[src/rtl/mont_pkg.sv]
package mont_pkg;
  typedef enum logic [1:0] {
    ST_IDLE = 2'd0,
    ST_MUL  = 2'd1,
    ST_CMP  = 2'd2,
    ST_SUB  = 2'd3
  } mont_state_e;

  localparam int unsigned BANKS = 3;
endpackage

[src/rtl/mont_opfile.sv]
module mont_opfile #(
  parameter int W     = 4,
  parameter int E     = 2,
  parameter int IDX_W = 2
) (
  input  logic             clk,
  input  logic             we,
  input  logic [1:0]       sel,
  input  logic [IDX_W-1:0] widx,
  input  logic [W-1:0]     wdata,
  input  logic [IDX_W-1:0] x_idx,
  input  logic [IDX_W-1:0] ym_idx,
  output logic [W-1:0]     x_word,
  output logic [W-1:0]     y_word,
  output logic [W-1:0]     m_word
);
  import mont_pkg::*;

  localparam int DEPTH = 1 << IDX_W;
  localparam logic [IDX_W-1:0] NW = IDX_W'(E);

  logic [W-1:0] bank_q [BANKS];

  for (genvar b = 0; b < BANKS; b++) begin : g_bank
    logic [W-1:0]     mem [DEPTH];
    logic [IDX_W-1:0] ridx;

    always_ff @(posedge clk) begin
      if (we && sel == 2'(b) && widx < NW)
        mem[widx] <= wdata;
    end

    assign ridx      = (b == 0) ? x_idx : ym_idx;
    assign bank_q[b] = (ridx < NW) ? mem[ridx] : '0;
  end

  assign x_word = bank_q[0];
  assign y_word = bank_q[1];
  assign m_word = bank_q[2];
endmodule

[src/rtl/mont_acc.sv]
module mont_acc #(
  parameter int W     = 4,
  parameter int IDX_W = 2
) (
  input  logic             clk,
  input  logic             we,
  input  logic [IDX_W-1:0] widx,
  input  logic [W-1:0]     wdata,
  input  logic [IDX_W-1:0] ridx,
  output logic [W-1:0]     rdata,
  input  logic [IDX_W-1:0] out_idx,
  output logic [W-1:0]     out_data
);
  localparam int DEPTH = 1 << IDX_W;

  logic [W-1:0] mem [DEPTH];

  always_ff @(posedge clk) begin
    if (we)
      mem[widx] <= wdata;
    out_data <= mem[out_idx];
  end

  assign rdata = mem[ridx];
endmodule

[src/rtl/mont_wordpe.sv]
module mont_wordpe #(
  parameter int W = 4
) (
  input  logic [W-1:0] s_word,
  input  logic [W-1:0] y_word,
  input  logic [W-1:0] m_word,
  input  logic         xi,
  input  logic         first,
  input  logic         ca_in,
  input  logic         cb_in,
  input  logic         q_in,
  input  logic         bw_in,
  output logic [W-1:0] sum,
  output logic         ca_out,
  output logic         cb_out,
  output logic         q_out,
  output logic [W-1:0] diff,
  output logic         bw_out
);
  logic [W:0] t_ext;
  logic [W:0] u_ext;
  logic [W:0] d_ext;
  logic       ca_eff;
  logic       cb_eff;
  logic       bw_eff;

  always_comb begin
    ca_eff = first ? 1'b0 : ca_in;
    cb_eff = first ? 1'b0 : cb_in;
    bw_eff = first ? 1'b0 : bw_in;

    t_ext  = {1'b0, s_word} + (xi ? {1'b0, y_word} : '0) + {{W{1'b0}}, ca_eff};
    q_out  = first ? t_ext[0] : q_in;
    u_ext  = {1'b0, t_ext[W-1:0]} + (q_out ? {1'b0, m_word} : '0) + {{W{1'b0}}, cb_eff};
    d_ext  = {1'b0, s_word} - {1'b0, m_word} - {{W{1'b0}}, bw_eff};

    ca_out = t_ext[W];
    cb_out = u_ext[W];
    sum    = u_ext[W-1:0];
    diff   = d_ext[W-1:0];
    bw_out = d_ext[W];
  end
endmodule

[src/rtl/mont_ctrl.sv]
module mont_ctrl #(
  parameter int N     = 8,
  parameter int W     = 4,
  parameter int E     = 2,
  parameter int IDX_W = 2,
  parameter int CNT_W = 3,
  parameter int BIT_W = 2
) (
  input  logic             clk,
  input  logic             rst,
  input  logic             start,
  input  logic [W-1:0]     x_word,
  input  logic [W-1:0]     sum,
  input  logic             ca_out,
  input  logic             cb_out,
  input  logic             q_out,
  input  logic [W-1:0]     diff,
  input  logic             bw_out,
  output logic [IDX_W-1:0] x_idx,
  output logic [IDX_W-1:0] wd_idx,
  output logic             xi,
  output logic             first,
  output logic             s_zero,
  output logic             ca_q,
  output logic             cb_q,
  output logic             q_q,
  output logic             bw_q,
  output logic             acc_we,
  output logic [IDX_W-1:0] acc_widx,
  output logic [W-1:0]     acc_wdata,
  output logic             busy,
  output logic             done
);
  import mont_pkg::*;

  localparam logic [IDX_W-1:0] J_TOP   = IDX_W'(E);
  localparam logic [IDX_W-1:0] J_SHIFT = IDX_W'(E + 1);
  localparam logic [CNT_W-1:0] I_LAST  = CNT_W'(N - 1);

  mont_state_e      st;
  logic [CNT_W-1:0] bit_i;
  logic [IDX_W-1:0] word_j;
  logic [W-1:1]     prev_hi;

  always_ff @(posedge clk) begin
    if (rst) begin
      st      <= ST_IDLE;
      bit_i   <= '0;
      word_j  <= '0;
      ca_q    <= 1'b0;
      cb_q    <= 1'b0;
      q_q     <= 1'b0;
      bw_q    <= 1'b0;
      prev_hi <= '0;
      done    <= 1'b0;
    end else begin
      done <= 1'b0;
      case (st)
        ST_IDLE: begin
          if (start) begin
            st     <= ST_MUL;
            bit_i  <= '0;
            word_j <= '0;
          end
        end
        ST_MUL: begin
          if (word_j == J_SHIFT) begin
            word_j <= '0;
            if (bit_i == I_LAST) st <= ST_CMP;
            else                 bit_i <= bit_i + CNT_W'(1);
          end else begin
            ca_q    <= ca_out;
            cb_q    <= cb_out;
            q_q     <= q_out;
            prev_hi <= sum[W-1:1];
            word_j  <= word_j + IDX_W'(1);
          end
        end
        ST_CMP: begin
          bw_q <= bw_out;
          if (word_j == J_TOP) begin
            word_j <= '0;
            if (bw_out) begin
              st   <= ST_IDLE;
              done <= 1'b1;
            end else begin
              st <= ST_SUB;
            end
          end else begin
            word_j <= word_j + IDX_W'(1);
          end
        end
        ST_SUB: begin
          bw_q <= bw_out;
          if (word_j == J_TOP) begin
            word_j <= '0;
            st     <= ST_IDLE;
            done   <= 1'b1;
          end else begin
            word_j <= word_j + IDX_W'(1);
          end
        end
        default: st <= ST_IDLE;
      endcase
    end
  end

  always_comb begin
    x_idx  = IDX_W'(bit_i >> BIT_W);
    xi     = x_word[bit_i[BIT_W-1:0]];
    wd_idx = word_j;
    first  = (word_j == '0);
    s_zero = (st == ST_MUL) && (bit_i == '0);
    busy   = (st != ST_IDLE);

    acc_we    = ((st == ST_MUL) && (word_j != '0)) || (st == ST_SUB);
    acc_widx  = (st == ST_SUB) ? word_j : word_j - IDX_W'(1);
    if (st == ST_SUB)
      acc_wdata = diff;
    else if (word_j == J_SHIFT)
      acc_wdata = {1'b0, prev_hi};
    else
      acc_wdata = {sum[0], prev_hi};
  end
endmodule

[src/rtl/montmul_word.sv]
module montmul_word #(
  parameter int OP_W   = 8,
  parameter int WORD_W = 4,
  localparam int NWORDS = OP_W / WORD_W,
  localparam int IDX_W  = $clog2(NWORDS + 2),
  localparam int CNT_W  = $clog2(OP_W),
  localparam int BIT_W  = $clog2(WORD_W)
) (
  input  logic              clk,
  input  logic              rst,
  input  logic              start,
  input  logic              ld_en,
  input  logic [1:0]        ld_sel,
  input  logic [IDX_W-1:0]  ld_idx,
  input  logic [WORD_W-1:0] ld_data,
  input  logic [IDX_W-1:0]  rd_idx,
  output logic              busy,
  output logic              done,
  output logic [WORD_W-1:0] rd_data
);
  logic [IDX_W-1:0]  x_idx, wd_idx, acc_widx;
  logic [WORD_W-1:0] x_word, y_word, m_word, s_rdata, s_in;
  logic [WORD_W-1:0] sum, diff, acc_wdata;
  logic xi, first, s_zero, ca_q, cb_q, q_q, bw_q;
  logic ca_out, cb_out, q_out, bw_out, acc_we;

  mont_opfile #(.W(WORD_W), .E(NWORDS), .IDX_W(IDX_W)) u_ops (
    .clk   (clk),
    .we    (ld_en & ~busy),
    .sel   (ld_sel),
    .widx  (ld_idx),
    .wdata (ld_data),
    .x_idx (x_idx),
    .ym_idx(wd_idx),
    .x_word(x_word),
    .y_word(y_word),
    .m_word(m_word)
  );

  mont_acc #(.W(WORD_W), .IDX_W(IDX_W)) u_acc (
    .clk     (clk),
    .we      (acc_we),
    .widx    (acc_widx),
    .wdata   (acc_wdata),
    .ridx    (wd_idx),
    .rdata   (s_rdata),
    .out_idx (rd_idx),
    .out_data(rd_data)
  );

  assign s_in = s_zero ? '0 : s_rdata;

  mont_wordpe #(.W(WORD_W)) u_pe (
    .s_word(s_in),
    .y_word(y_word),
    .m_word(m_word),
    .xi    (xi),
    .first (first),
    .ca_in (ca_q),
    .cb_in (cb_q),
    .q_in  (q_q),
    .bw_in (bw_q),
    .sum   (sum),
    .ca_out(ca_out),
    .cb_out(cb_out),
    .q_out (q_out),
    .diff  (diff),
    .bw_out(bw_out)
  );

  mont_ctrl #(
    .N(OP_W), .W(WORD_W), .E(NWORDS),
    .IDX_W(IDX_W), .CNT_W(CNT_W), .BIT_W(BIT_W)
  ) u_ctrl (
    .clk      (clk),
    .rst      (rst),
    .start    (start),
    .x_word   (x_word),
    .sum      (sum),
    .ca_out   (ca_out),
    .cb_out   (cb_out),
    .q_out    (q_out),
    .diff     (diff),
    .bw_out   (bw_out),
    .x_idx    (x_idx),
    .wd_idx   (wd_idx),
    .xi       (xi),
    .first    (first),
    .s_zero   (s_zero),
    .ca_q     (ca_q),
    .cb_q     (cb_q),
    .q_q      (q_q),
    .bw_q     (bw_q),
    .acc_we   (acc_we),
    .acc_widx (acc_widx),
    .acc_wdata(acc_wdata),
    .busy     (busy),
    .done     (done)
  );
endmodule

[config.mk]
export PLATFORM = sky130hd
export DESIGN_NAME = montmul_word
export DESIGN_NICKNAME = d
export VERILOG_FILES = /design/src/rtl/mont_pkg.sv /design/src/rtl/mont_opfile.sv /design/src/rtl/mont_acc.sv /design/src/rtl/mont_wordpe.sv /design/src/rtl/mont_ctrl.sv /design/src/rtl/montmul_word.sv
export SDC_FILE = /design/constraint.sdc
export NUM_CORES = 1
export LEC_CHECK = 0
export BUFFER_PORTS_ARGS = -buffer_cell sky130_fd_sc_hd__clkbuf_2
export CORE_UTILIZATION = 35
export CTS_CLUSTER_SIZE = 40
export DETAILED_ROUTE_END_ITERATION = 10
export PLACE_DENSITY_LB_ADDON = 0.05
export SETUP_SLACK_MARGIN = 0.05
export SLEW_MARGIN = 0
export SYNTH_ARGS = -nofsm -noshare
export SYNTH_HDL_FRONTEND = slang
export SYNTH_HIERARCHICAL = 1
export SYNTH_SLANG_ARGS = --single-unit
[constraint.sdc]
create_clock -name clk -period 5.23 [get_ports clk]
set_clock_uncertainty 0.1 [all_clocks]
set_input_delay 0.2615 -clock clk [delete_from_list [all_inputs] [get_ports clk]]
set_output_delay 0.2615 -clock clk [all_outputs]
set_load 0.005 [all_outputs]
# Word level (Yosys, flattened, before mapping)
# Memories as Yosys holds them, arrays and structs flattened. A register that Yosys moved wholly into a read port is not among the register bits.
# Cells that the tools add are included.
[word_totals] in_bits=14 mem_bits_rw=64 mem_count=4 latch_bits=0 register_bits=15 mem_bits_ro=0 word_cells=113 out_inout_bits=6
[classes] reduce_logical=20 n_shift=0 div=0 n_addsub=9 n_lt_le_gt_ge=4 n_mul=0 n_eq_ne=14 muxes=50 bitwise_logic=3
[mem_list] memory="u_acc.mem" words=4 width=4 read_ports=2 rd_clocked_by_memory_dff=2 write_ports=1 line="mont_acc.sv:16" text="logic [W-1:0] mem [DEPTH];"
[mem_list] memory="u_ops.g_bank[0].mem" words=4 width=4 read_ports=1 rd_clocked_by_memory_dff=1 write_ports=1 line="mont_opfile.sv:25" text="logic [W-1:0] mem [DEPTH];"
[mem_list] memory="u_ops.g_bank[1].mem" words=4 width=4 read_ports=1 rd_clocked_by_memory_dff=1 write_ports=1 line="mont_opfile.sv:25"
[mem_list] memory="u_ops.g_bank[2].mem" words=4 width=4 read_ports=1 rd_clocked_by_memory_dff=1 write_ports=1 line="mont_opfile.sv:25"
[ops] cell="2-to-1 mux 2 bit" n=18
[ops] cell="2-to-1 mux 4 bit" n=8
[ops] cell="2-to-1 mux 1 bit" n=16
[ops] cell="adder 4 x 5 -> 5 bit" n=2
[ops] cell="adder 5 x 1 -> 5 bit" n=2
[ops] cell="equality test 2 bit, second input constant" n=5
[ops] cell="2-to-1 mux 3 bit" n=3
[ops] cell="logical AND 1 bit" n=8
[ops] cell="inequality test 2 x 1 -> 1 bit, second input constant" n=4
[ops] cell="one-hot mux 2 bit (4 select lines)" n=1
[ops] cell="zero test 2 bit" n=3
[ops] cell="one-hot mux 2 bit (3 select lines)" n=1
[ops] cell="one-hot mux 3 bit (2 select lines)" n=1
[ops] cell="nonzero test 2 bit" n=3
[ops] cell="AND reduction 5 bit" n=1
[ops] cell="subtractor 4 x 4 -> 5 bit" n=1
[ops] cell="subtractor 5 x 1 -> 5 bit" n=1
[ops] cell="equality test 2 x 1 -> 1 bit, second input constant" n=2
[ops] cell="< comparator 2 bit, second input constant" n=2
[ops] cell="inequality test 2 bit, second input constant" n=2
[ops] cell="AND reduction 4 bit" n=1
[ops] cell="adder 3 x 1 -> 3 bit, second input constant" n=1
[ops] cell="equality test 3 bit, second input constant" n=1
[ops] cell="zero test 3 bit" n=1
[ops] cell="11 further kinds" n=12

# Logic depth before layout (Yosys ltp)
# Gate-level depths: netlist of the first run.
[logic_depth] ltp_word=13 depth_mapped=17 ltp_nobuf=16

# Hierarchy
# Netlist of the first run, hierarchy kept.
[modules_own_cells] module="mont_opfile" cells_each=61 instances=1 seq_area_each_um2=720.7 area_each_um2=970.9
[modules_own_cells] module="mont_ctrl" cells_each=92 instances=1 seq_area_each_um2=300.3 area_each_um2=878.3
[modules_own_cells] module="mont_acc" cells_each=32 instances=1 seq_area_each_um2=560.5 area_each_um2=802.0
[modules_own_cells] module="mont_wordpe" cells_each=67 instances=1 seq_area_each_um2=0.0 area_each_um2=538.0
[modules_own_cells] module="montmul_word" cells_each=5 instances=1 seq_area_each_um2=0.0 area_each_um2=31.3

# Least setup slack after synthesis of the first run
# OpenSTA, ideal clock, no wires.
[synth_timing] path_type="reg2reg" start="register u_ctrl.bit_i[2]" end="register u_ctrl.cb_q" period_less_slack_ns=3.355 n_path_buf=2 arrival_time_ns=3.190 setup_ns=0.065 setup_slack_ns=1.875 path_stages_with_launch=18 required_time_ns=5.065 path_cell_list="dfxtp_1 > buf_4 > clkbuf_2 > mux2i_1 > nor2_1 > mux4_2 > nand2_1 > fa_1 > a21oi_2 > and2_1 > fa_1 > inv_1 > fa_1 > nor2b_1 > o21ai_0 > nand2b_1 > mux2i_1 > nor2_1"
[synth_via] elab_chain_cells=11 elab_cells_between_ends=14 classes_between="add/sub: 4; order compare: 1; mux: 7; reduce/logical: 2"
[synth_rtl] element="start: declaration" line="mont_ctrl.sv:41" text="logic [CNT_W-1:0] bit_i;"
[synth_rtl] element="start signal: assignment" line="mont_ctrl.sv:70" text="else bit_i <= bit_i + CNT_W'(1);"
[synth_rtl] element="< comparator 1 x 2 -> 1 bit" line="mont_opfile.sv:34" text="assign bank_q[b] = (ridx < NW) ? mem[ridx] : '0;"
[synth_rtl] element="2-to-1 mux 4 bit" line="mont_opfile.sv:34"
[synth_rtl] element="via x_word[3]" line="montmul_word.sv:22" text="logic [WORD_W-1:0] x_word, y_word, m_word, s_rdata, s_in;"
[synth_rtl] element="binary-select mux 1 bit (select 2 bit)" line="mont_ctrl.sv:110" text="xi = x_word[bit_i[BIT_W-1:0]];"
[synth_rtl] element="2-to-1 mux 1 bit (implied by the code)" line="mont_ctrl.sv:110"
[synth_rtl] element="via xi" line="montmul_word.sv:24" text="logic xi, first, s_zero, ca_q, cb_q, q_q, bw_q;"
[synth_rtl] element="2-to-1 mux 4 bit" line="mont_wordpe.sv:32" text="t_ext = {1'b0, s_word} + (xi ? {1'b0, y_word} : '0) + {{W{1'b0}}, ca_eff};"
[synth_rtl] element="adder 4 x 5 -> 5 bit" line="mont_wordpe.sv:32"
[synth_rtl] element="adder 5 x 1 -> 5 bit" line="mont_wordpe.sv:32"
[synth_rtl] element="2-to-1 mux 1 bit" line="mont_wordpe.sv:33" text="q_out = first ? t_ext[0] : q_in;"
[synth_rtl] element="via q_out" line="montmul_word.sv:25" text="logic ca_out, cb_out, q_out, bw_out, acc_we;"
[synth_rtl] element="2-to-1 mux 4 bit" line="mont_wordpe.sv:34" text="u_ext = {1'b0, t_ext[W-1:0]} + (q_out ? {1'b0, m_word} : '0) + {{W{1'b0}}, cb_eff};"
[synth_rtl] element="adder 4 x 5 -> 5 bit" line="mont_wordpe.sv:34"
[synth_rtl] element="adder 5 x 1 -> 5 bit" line="mont_wordpe.sv:34"
[synth_rtl] element="via cb_out" line="montmul_word.sv:25"
[synth_rtl] element="end signal: assignment" line="mont_ctrl.sv:73" text="cb_q <= cb_out;"
[synth_rtl] element="end: declaration" line="mont_ctrl.sv:25" text="output logic cb_q,"
# The timed path passes the listed nets, and every way through them passes these cells. The select of a mux whose other input is x is not followed.
# A chain may end at the register's enable or synchronous reset.

# Worst setup path in the final report of the first run
[layout_timing] start="register u_ctrl.word_j[1] (netlist: u_ctrl/wd_idx[1])" end="register u_ctrl.cb_q"
[layout_via] elab_cells_between_ends=16 classes_between="add/sub: 4; order compare: 1; eq/ne: 1; mux: 7; bitwise: 1; reduce/logical: 2"
[layout_rtl] element="start: declaration" line="mont_ctrl.sv:42" text="logic [IDX_W-1:0] word_j;"
[layout_rtl] element="start signal: assignment" line="mont_ctrl.sv:76" text="word_j <= word_j + IDX_W'(1);"
[layout_rtl] element="start signal: assignment" line="mont_ctrl.sv:90" text="word_j <= word_j + IDX_W'(1);"
[layout_rtl] element="start signal: assignment" line="mont_ctrl.sv:100" text="word_j <= word_j + IDX_W'(1);"
[layout_rtl] element="zero test 2 bit *" line="mont_ctrl.sv:112" text="first = (word_j == '0);"
[layout_rtl] element="via first" line="montmul_word.sv:24"
[layout_rtl] element="2-to-1 mux 1 bit" line="mont_wordpe.sv:28" text="ca_eff = first ? 1'b0 : ca_in;"
[layout_rtl] element="adder 5 x 1 -> 5 bit" line="mont_wordpe.sv:32"
[layout_rtl] element="2-to-1 mux 1 bit *" line="mont_wordpe.sv:33"
[layout_rtl] element="via q_out" line="montmul_word.sv:25"
[layout_rtl] element="2-to-1 mux 4 bit *" line="mont_wordpe.sv:34"
[layout_rtl] element="adder 4 x 5 -> 5 bit *" line="mont_wordpe.sv:34"
[layout_rtl] element="adder 5 x 1 -> 5 bit *" line="mont_wordpe.sv:34"
[layout_rtl] element="via cb_out" line="montmul_word.sv:25"
# Mark *: on every way through the listed nets, which the timed path passes. The rest lies on a longest branch.

==> results.yml, run 1 <==
placed_design:
  io_buffers: 19
  hpwl_um: 4830
  placedCellCount: 375
  gp_congestion: 0.741
  place_area_um2: 3390
global_route:
  grt_usage_pct: 14.5
  grt-ovfl-total: 0
  grt_pass1_vias: 1953
  grt_max_degree: 18
  grt_pass1_wl_um: 10400
  antenna_found_initial: 0
route:
  avgRoutedWirePerCell_um: 16.3
  highest_layer: "met4"
  wl_met3_um: 196
  drc: 0
  routed_via_density: 4.97
  dr_total_vias: 1945
  drt_wl_total_um: 6380
  drt-initial-drc-count: 64
  met2_length_um: 2820
  drt-pass1-iter-count: 4
  wl_met1_um: 3270
  ant_nets: 0
cts:
  cts.sinks: 59
  post_cts_buffers: 0
  clk_pin_slew_worst_paths_ps: 70
  h-tree-depth: 3
  clk_latency_ps: 330
  cts_hold_buf: 0
  clk_path_buf_depth: 2
  cts_tree: "yes"
  cts.repair.resized: 0
  cts_buffers: 9
  root_buffer: "clkbuf_8"
status:
  status: "completed"
die:
  die_w_um: 97.9
  die-area_um2: 9590
  io_pins: 20
  dieHeight_um: 97.9
  rows: 34
  start_util_pct: 36.6
  design.core.area_um2: 8810
critical_path:
  critical_path.startpoint: "u_ctrl/wd_idx[1]"
  crit_arrival_ps: 3850
  r2r-start: "u_ctrl/wd_idx[1]"
  worstReg2RegEnd: "u_ctrl/cb_q"
  worst-path-max-fanout: 17
  rrSetupSlack_ps: 1550
  required_ps: 5390
  r2r_cells: 14
  cp-start-kind: "register"
  crit_type: "register to register"
  crit_path_end: "u_ctrl/cb_q"
  endpoint_kind: "register"
timing:
  finalCriticalPeriod_ps: 3680
  hold_ws_ps: 105
  finalCritPeriodShare_pct: 70.4
  slew_violations: 0
  tightestPinTransition_ps: 979
  fmax_ghz: 0.271
  setup-tns-final_ps: 0
  rsz0062_at_grt: "no"
  max-slew-margin-rel_pct: 34.4
  setup_violations: 0
  hold_violations: 0
power:
  cellPowerDensity_nw_per_um2: 305
  ir_drop_v: 0.000109
  p_leak_nw: 1.44
finish:
  syn2layout_area_growth_pct: 10.9
  final_area_um2: 3570
  nNetsFinal: 316
  layout-drive-gt1-share_pct: 17.0
  antennaDiodeCount: 0
  fin_cells: 391
run:
  maxCapViolCount: 0
logic_synthesis:
  netlist_instances: 257
  seq_area_frac_synth_pct: 49.1
  async_flop_share_pct: 0
  yosysUniqueCellTypes: 50
  syn-num-nets: 295
  yosys_register_bits: 59
  synth_enable_flop_cells: 40
  syn-cell-area_um2: 3220
  yosysWarnings: 6
  syn_avg_cell_area_um2: 12.5
  synthFlopType: "edfxtp_1"
hold_path:
  hp-class: "primary input to register"
[flip-flops by register name (all words and copies together) (netlist names)]
register	count
u_ctrl/cb_q	1
u_ctrl/ca_q	1
u_ctrl/bw_q	1
u_ctrl/wd_idx	2
u_ctrl/st	2
u_ctrl/done	1
u_ctrl/q_q	1
u_ctrl/bit_i	3
u_ops/g_bank.mem	24
u_ctrl/prev_hi	3
u_acc/mem	16
u_acc/out_data	4
[final cells by class]
type                    instances  area, um^2
clock buffers                  14         173
clock inverters                 2        10.0
fillers                       849        5230
inverters                      23        86.3
multi-input cells             164        1480
flip-flops and latches         59        1580
well taps                     108         135
repair buffers                 21         110
[cell usage in the layout (no fill, tap or decap), drive strengths merged, types with 7 or more instances in the layout]
| cell | n |
|---|---|
| inv | 23 |
| a21oi | 8 |
| mux4 | 9 |
| edfxtp | 40 |
| nor2b | 7 |
| nand2 | 10 |
| and2 | 7 |
| nor2 | 26 |
| ha | 18 |
| dfxtp | 19 |
| clkbuf | 33 |
| mux2i | 19 |
[where the power goes]
| part | switching [mW] | internal [mW] | total (mW) |
|---|---|---|---|
| Sequential | 0.0130 | 0.517 | 0.530 |
| Clock | 0.174 | 0.210 | 0.384 |
| Combinational | 0.0964 | 0.0782 | 0.175 |
| Total | 0.283 | 0.805 | 1.09 |
[stage by stage]
step | utilization (%) | power [mW] | setup WS [ps]
global route | 40.6 | 1.15 | 1180
detailed placement | 38.5 | 0.718 | 1560
global placement | 38.5 | 0.719 | 1650
finish | 40.6 | 1.09 | 1550
floorplan | - | 0.665 | 1870
CTS | 40.6 | 1.11 | 1530
[cell usage after synthesis, drive strengths merged, types with 2 or more instances]
master | number | share of area [%]
o21ai | 5 | 0.78
and3b | 2 | 0.54
a211oi | 3 | 1.0
dfxtp | 19 | 12
nor2 | 26 | 3.0
clkbuf | 3 | 0.39
a21o | 3 | 0.70
buf | 8 | 2.0
xor2 | 3 | 0.82
edfxtp | 40 | 37
and2 | 7 | 1.4
a22o | 2 | 0.54
fa | 6 | 3.7
ha | 18 | 7.0
nand2b | 4 | 0.78
nand2 | 10 | 1.2
xnor2 | 5 | 1.4
mux2i | 19 | 5.9
mux4 | 9 | 7.2
mux2 | 4 | 1.4
nor3 | 4 | 0.78
nor3b | 2 | 0.62
nand3b | 3 | 0.70
nor2b | 7 | 1.4
inv | 23 | 2.7
a21oi | 8 | 1.5
[worst max-delay path, cell delays in order, from the launching register on]
cell      delay, ps
dfxtp_1         780
inv_1           190
ha_1            310
nand2b_1        180
fa_1            480
a21oi_2         260
and2_1          190
fa_1            200
inv_1            60
fa_1            410
nor2b_1         120
o21ai_0          80
nand2b_1         70
mux2i_1          60
nor2_1          120
[how the worst min path moves through the flow]
| stage | from | to | cells past startpoint |
|---|---|---|---|
| after global routing | ld_data[0] | u_ops/g_bank[0].mem[1][0] | 1 |
| after CTS | ld_data[3] | u_ops/g_bank[0].mem[0][3] | 1 |
| after detailed placement | u_ctrl/q_q | u_ctrl/q_q | 2 |
| final | ld_data[3] | u_ops/g_bank[0].mem[1][3] | 1 |
| after global placement | u_ctrl/bw_q | u_ctrl/bw_q | 2 |
| after floorplan | rst | u_ctrl/st[0] | 1 |
[cells by family after synthesis]
group | Yosys count | synth area share, %
flops | 59 | 49.1
simple gates | 74 | 12.8
buf+inv | 34 | 5.05
compound gates | 25 | 5.52
other cells | 1 | 0.116
mux | 32 | 14.5
fa+ha+maj | 24 | 10.7
xor+xnor | 8 | 2.18
[routing by layer]
| metal | track usage [%] | vias to the layer above |
|---|---|---|
| met5 | 0 | - |
| met4 | 5.71 | 0 |
| met3 | 3.65 | 6 |
| met2 | 21.8 | 26 |
| met1 | 20.2 | 957 |
| li1 | - | 956 |
(Power assumes the default switching activity.)
==> inputs of run 2 (changes only) <==
- clock period: 5.23 -> 3.2 ns (I/O delays scaled with it)
==> results.yml, run 2 (same netlist as run 1, synthesis figures left out) <==
status:
  status: "finished, violations left"
  failed_checks: "design-rule violations, negative setup slack"
global_route:
  antenna_found_initial: 0
  grt_pass1_vias: 2014
  grt_pass1_wl_um: 10600
  grt_max_degree: 16
  grt_usage_pct: 15.0
  grt-ovfl-total: 0
cts:
  clk_path_buf_depth: 2
  h-tree-depth: 3
  cts.sinks: 59
  clk_pin_slew_worst_paths_ps: 70
  cts_tree: "yes"
  cts_buffers: 9
  clk_latency_ps: 340
  root_buffer: "clkbuf_8"
placed_design:
  io_buffers: 19
  dp_slack_ps: -119
  hpwl_um: 4920
  placedCellCount: 389
  gp_congestion: 0.718
critical_path:
  worst-path-max-fanout: 6
  cpPeakStageDelay_ps: 520
  critical_path.startpoint: "u_ctrl/bit_i[2]"
  r2r_cells: 13
  r2r-start: "u_ctrl/bit_i[2]"
  crit_chain: "mux2i_2 > nor2_1 > mux4_2 > nand2_2 > fa_1 > a21oi_2 > and2_4 > fa_2 > inv_2 > fa_2 > inv_2 > mux2i_1 > nor2_1"
  cp_slowest_cell: "fa_2"
  rrSetupSlack_ps: -20
  worstReg2RegEnd: "u_ctrl/prev_hi[1]"
  crit_arrival_ps: 3340
  path_delay_family: "adder cells"
  required_ps: 3320
  worst-path-stages: 13
  endpoint_kind: "register"
  crit_path_end: "u_ctrl/prev_hi[1]"
  path_buf_inv: 2
  cp-start-kind: "register"
  crit_type: "register to register"
finish:
  largest_reg_flops: 24
  syn2layout_area_growth_pct: 18.5
  final_cell_mix: "edfxtp_1, nor2_1, inv_1"
  top_regs: "u_ops/g_bank.mem x24, u_acc/mem x16, u_acc/out_data x4"
  nNetsFinal: 337
  final_util_pct: 43.4
  regMostFlops: "u_ops/g_bank.mem"
  final_common_cell: "edfxtp_1"
  fin_cells: 412
  layout-drive-gt1-share_pct: 27.3
  antennaDiodeCount: 0
route:
  drt-pass1-iter-count: 7
  drt_wl_total_um: 6530
  ant_nets: 0
  dr_total_vias: 1986
  routed_via_density: 4.82
  avgRoutedWirePerCell_um: 15.9
  drc: 1
  drt-initial-drc-count: 53
power:
  cellPowerDensity_nw_per_um2: 490
  power.total_mw: 1.87
  ir_drop_v: 0.000236
  p_leak_nw: 1.55
timing:
  slew_violations: 0
  tightestPinTransition_ps: 844
  finalCritPeriodShare_pct: 100
  rsz0062_at_grt: "yes"
  max-slew-margin-rel_pct: 43.5
  finalWorstSetupSlack_ps: -15.2
  finalCriticalPeriod_ps: 3220
  fmax_ghz: 0.311
  setup_violations: 1
  hold_violations: 0
die:
  io_pins: 20
  start_util_pct: 36.6
  design.core.area_um2: 8810
  dieHeight_um: 97.9
  rows: 34
  die-area_um2: 9590
  die_w_um: 97.9
run:
  maxCapViolCount: 0
hold_path:
  hp-class: "primary input to register"
[run 2: cell types whose count changed in the layout (fill, tap and decap cells not counted), sizes merged]
cell,previous run,this run
buf,2,20
dlygate4sd3,0,3
bufinv,0,1
clkinvlp,0,2
inv,23,24
clkbuf,33,28
clkinv,2,3
[run 2: how the worst min path moves through the flow]
stage | startpoint | to | slack, ps | depth (start not counted)
final | ld_data[2] | u_ops/g_bank[0].mem[1][2] | 20 | 1
after global routing | ld_data[2] | u_ops/g_bank[0].mem[1][2] | 20 | 1
after CTS | ld_data[2] | u_ops/g_bank[0].mem[1][2] | 2 | 1
after detailed placement | ld_data[0] | u_ops/g_bank[1].mem[1][0] | 330 | 1
after global placement | ld_data[0] | u_ops/g_bank[1].mem[0][0] | 330 | 1
after floorplan | rst | u_ctrl/st[0] | 140 | 1
[run 2: layer usage]
metal | global-route usage, % | vias to the layer above | share of wire [%]
met5 | 0 | - | 0
met4 | 4.55 | 0 | 1.5
met3 | 4.29 | 9 | 2.5
met2 | 21.7 | 25 | 43
met1 | 21.6 | 948 | 53
li1 | - | 1004 | -
[run 2: timing repair]
item / in CTS / in global routing
endpoints found under the hold margin: 14 / 0
gates resized for setup: 6 / 12
buffers inserted: 2 / 2
hold buffers: 3 / 0
endpoints found under the setup margin: 10 / 11
pin swaps: 2 / 6
[run 2: report_power, final]
group	internal (mW)	total, mW	leakage (nW)	switching (mW)
logic	0.167	0.352	0.937	0.185
clock network	0.356	0.665	0.0931	0.308
registers	0.844	0.856	0.521	0.0116
[run 2: final cells by class]
type	count	area (um^2)
Multi-Input combinational cell	164	1540
Sequential cell	59	1590
Inverter	23	86.3
Clock buffer	9	124
Timing Repair Buffer	42	279
Fill cell	871	4990
Tap cell	108	135
Clock inverter	7	67.6
[run 2: stage by stage]
step                hold WS [ps]  area [um^2]  setup TNS, ps
floorplan                    139         3240          -64.3
global placement             328         3500           -189
detailed placement           334         3500           -395
CTS                         2.46         3750          -73.9
global route                19.9         3820           -732
finish                      20.9         3820          -15.2
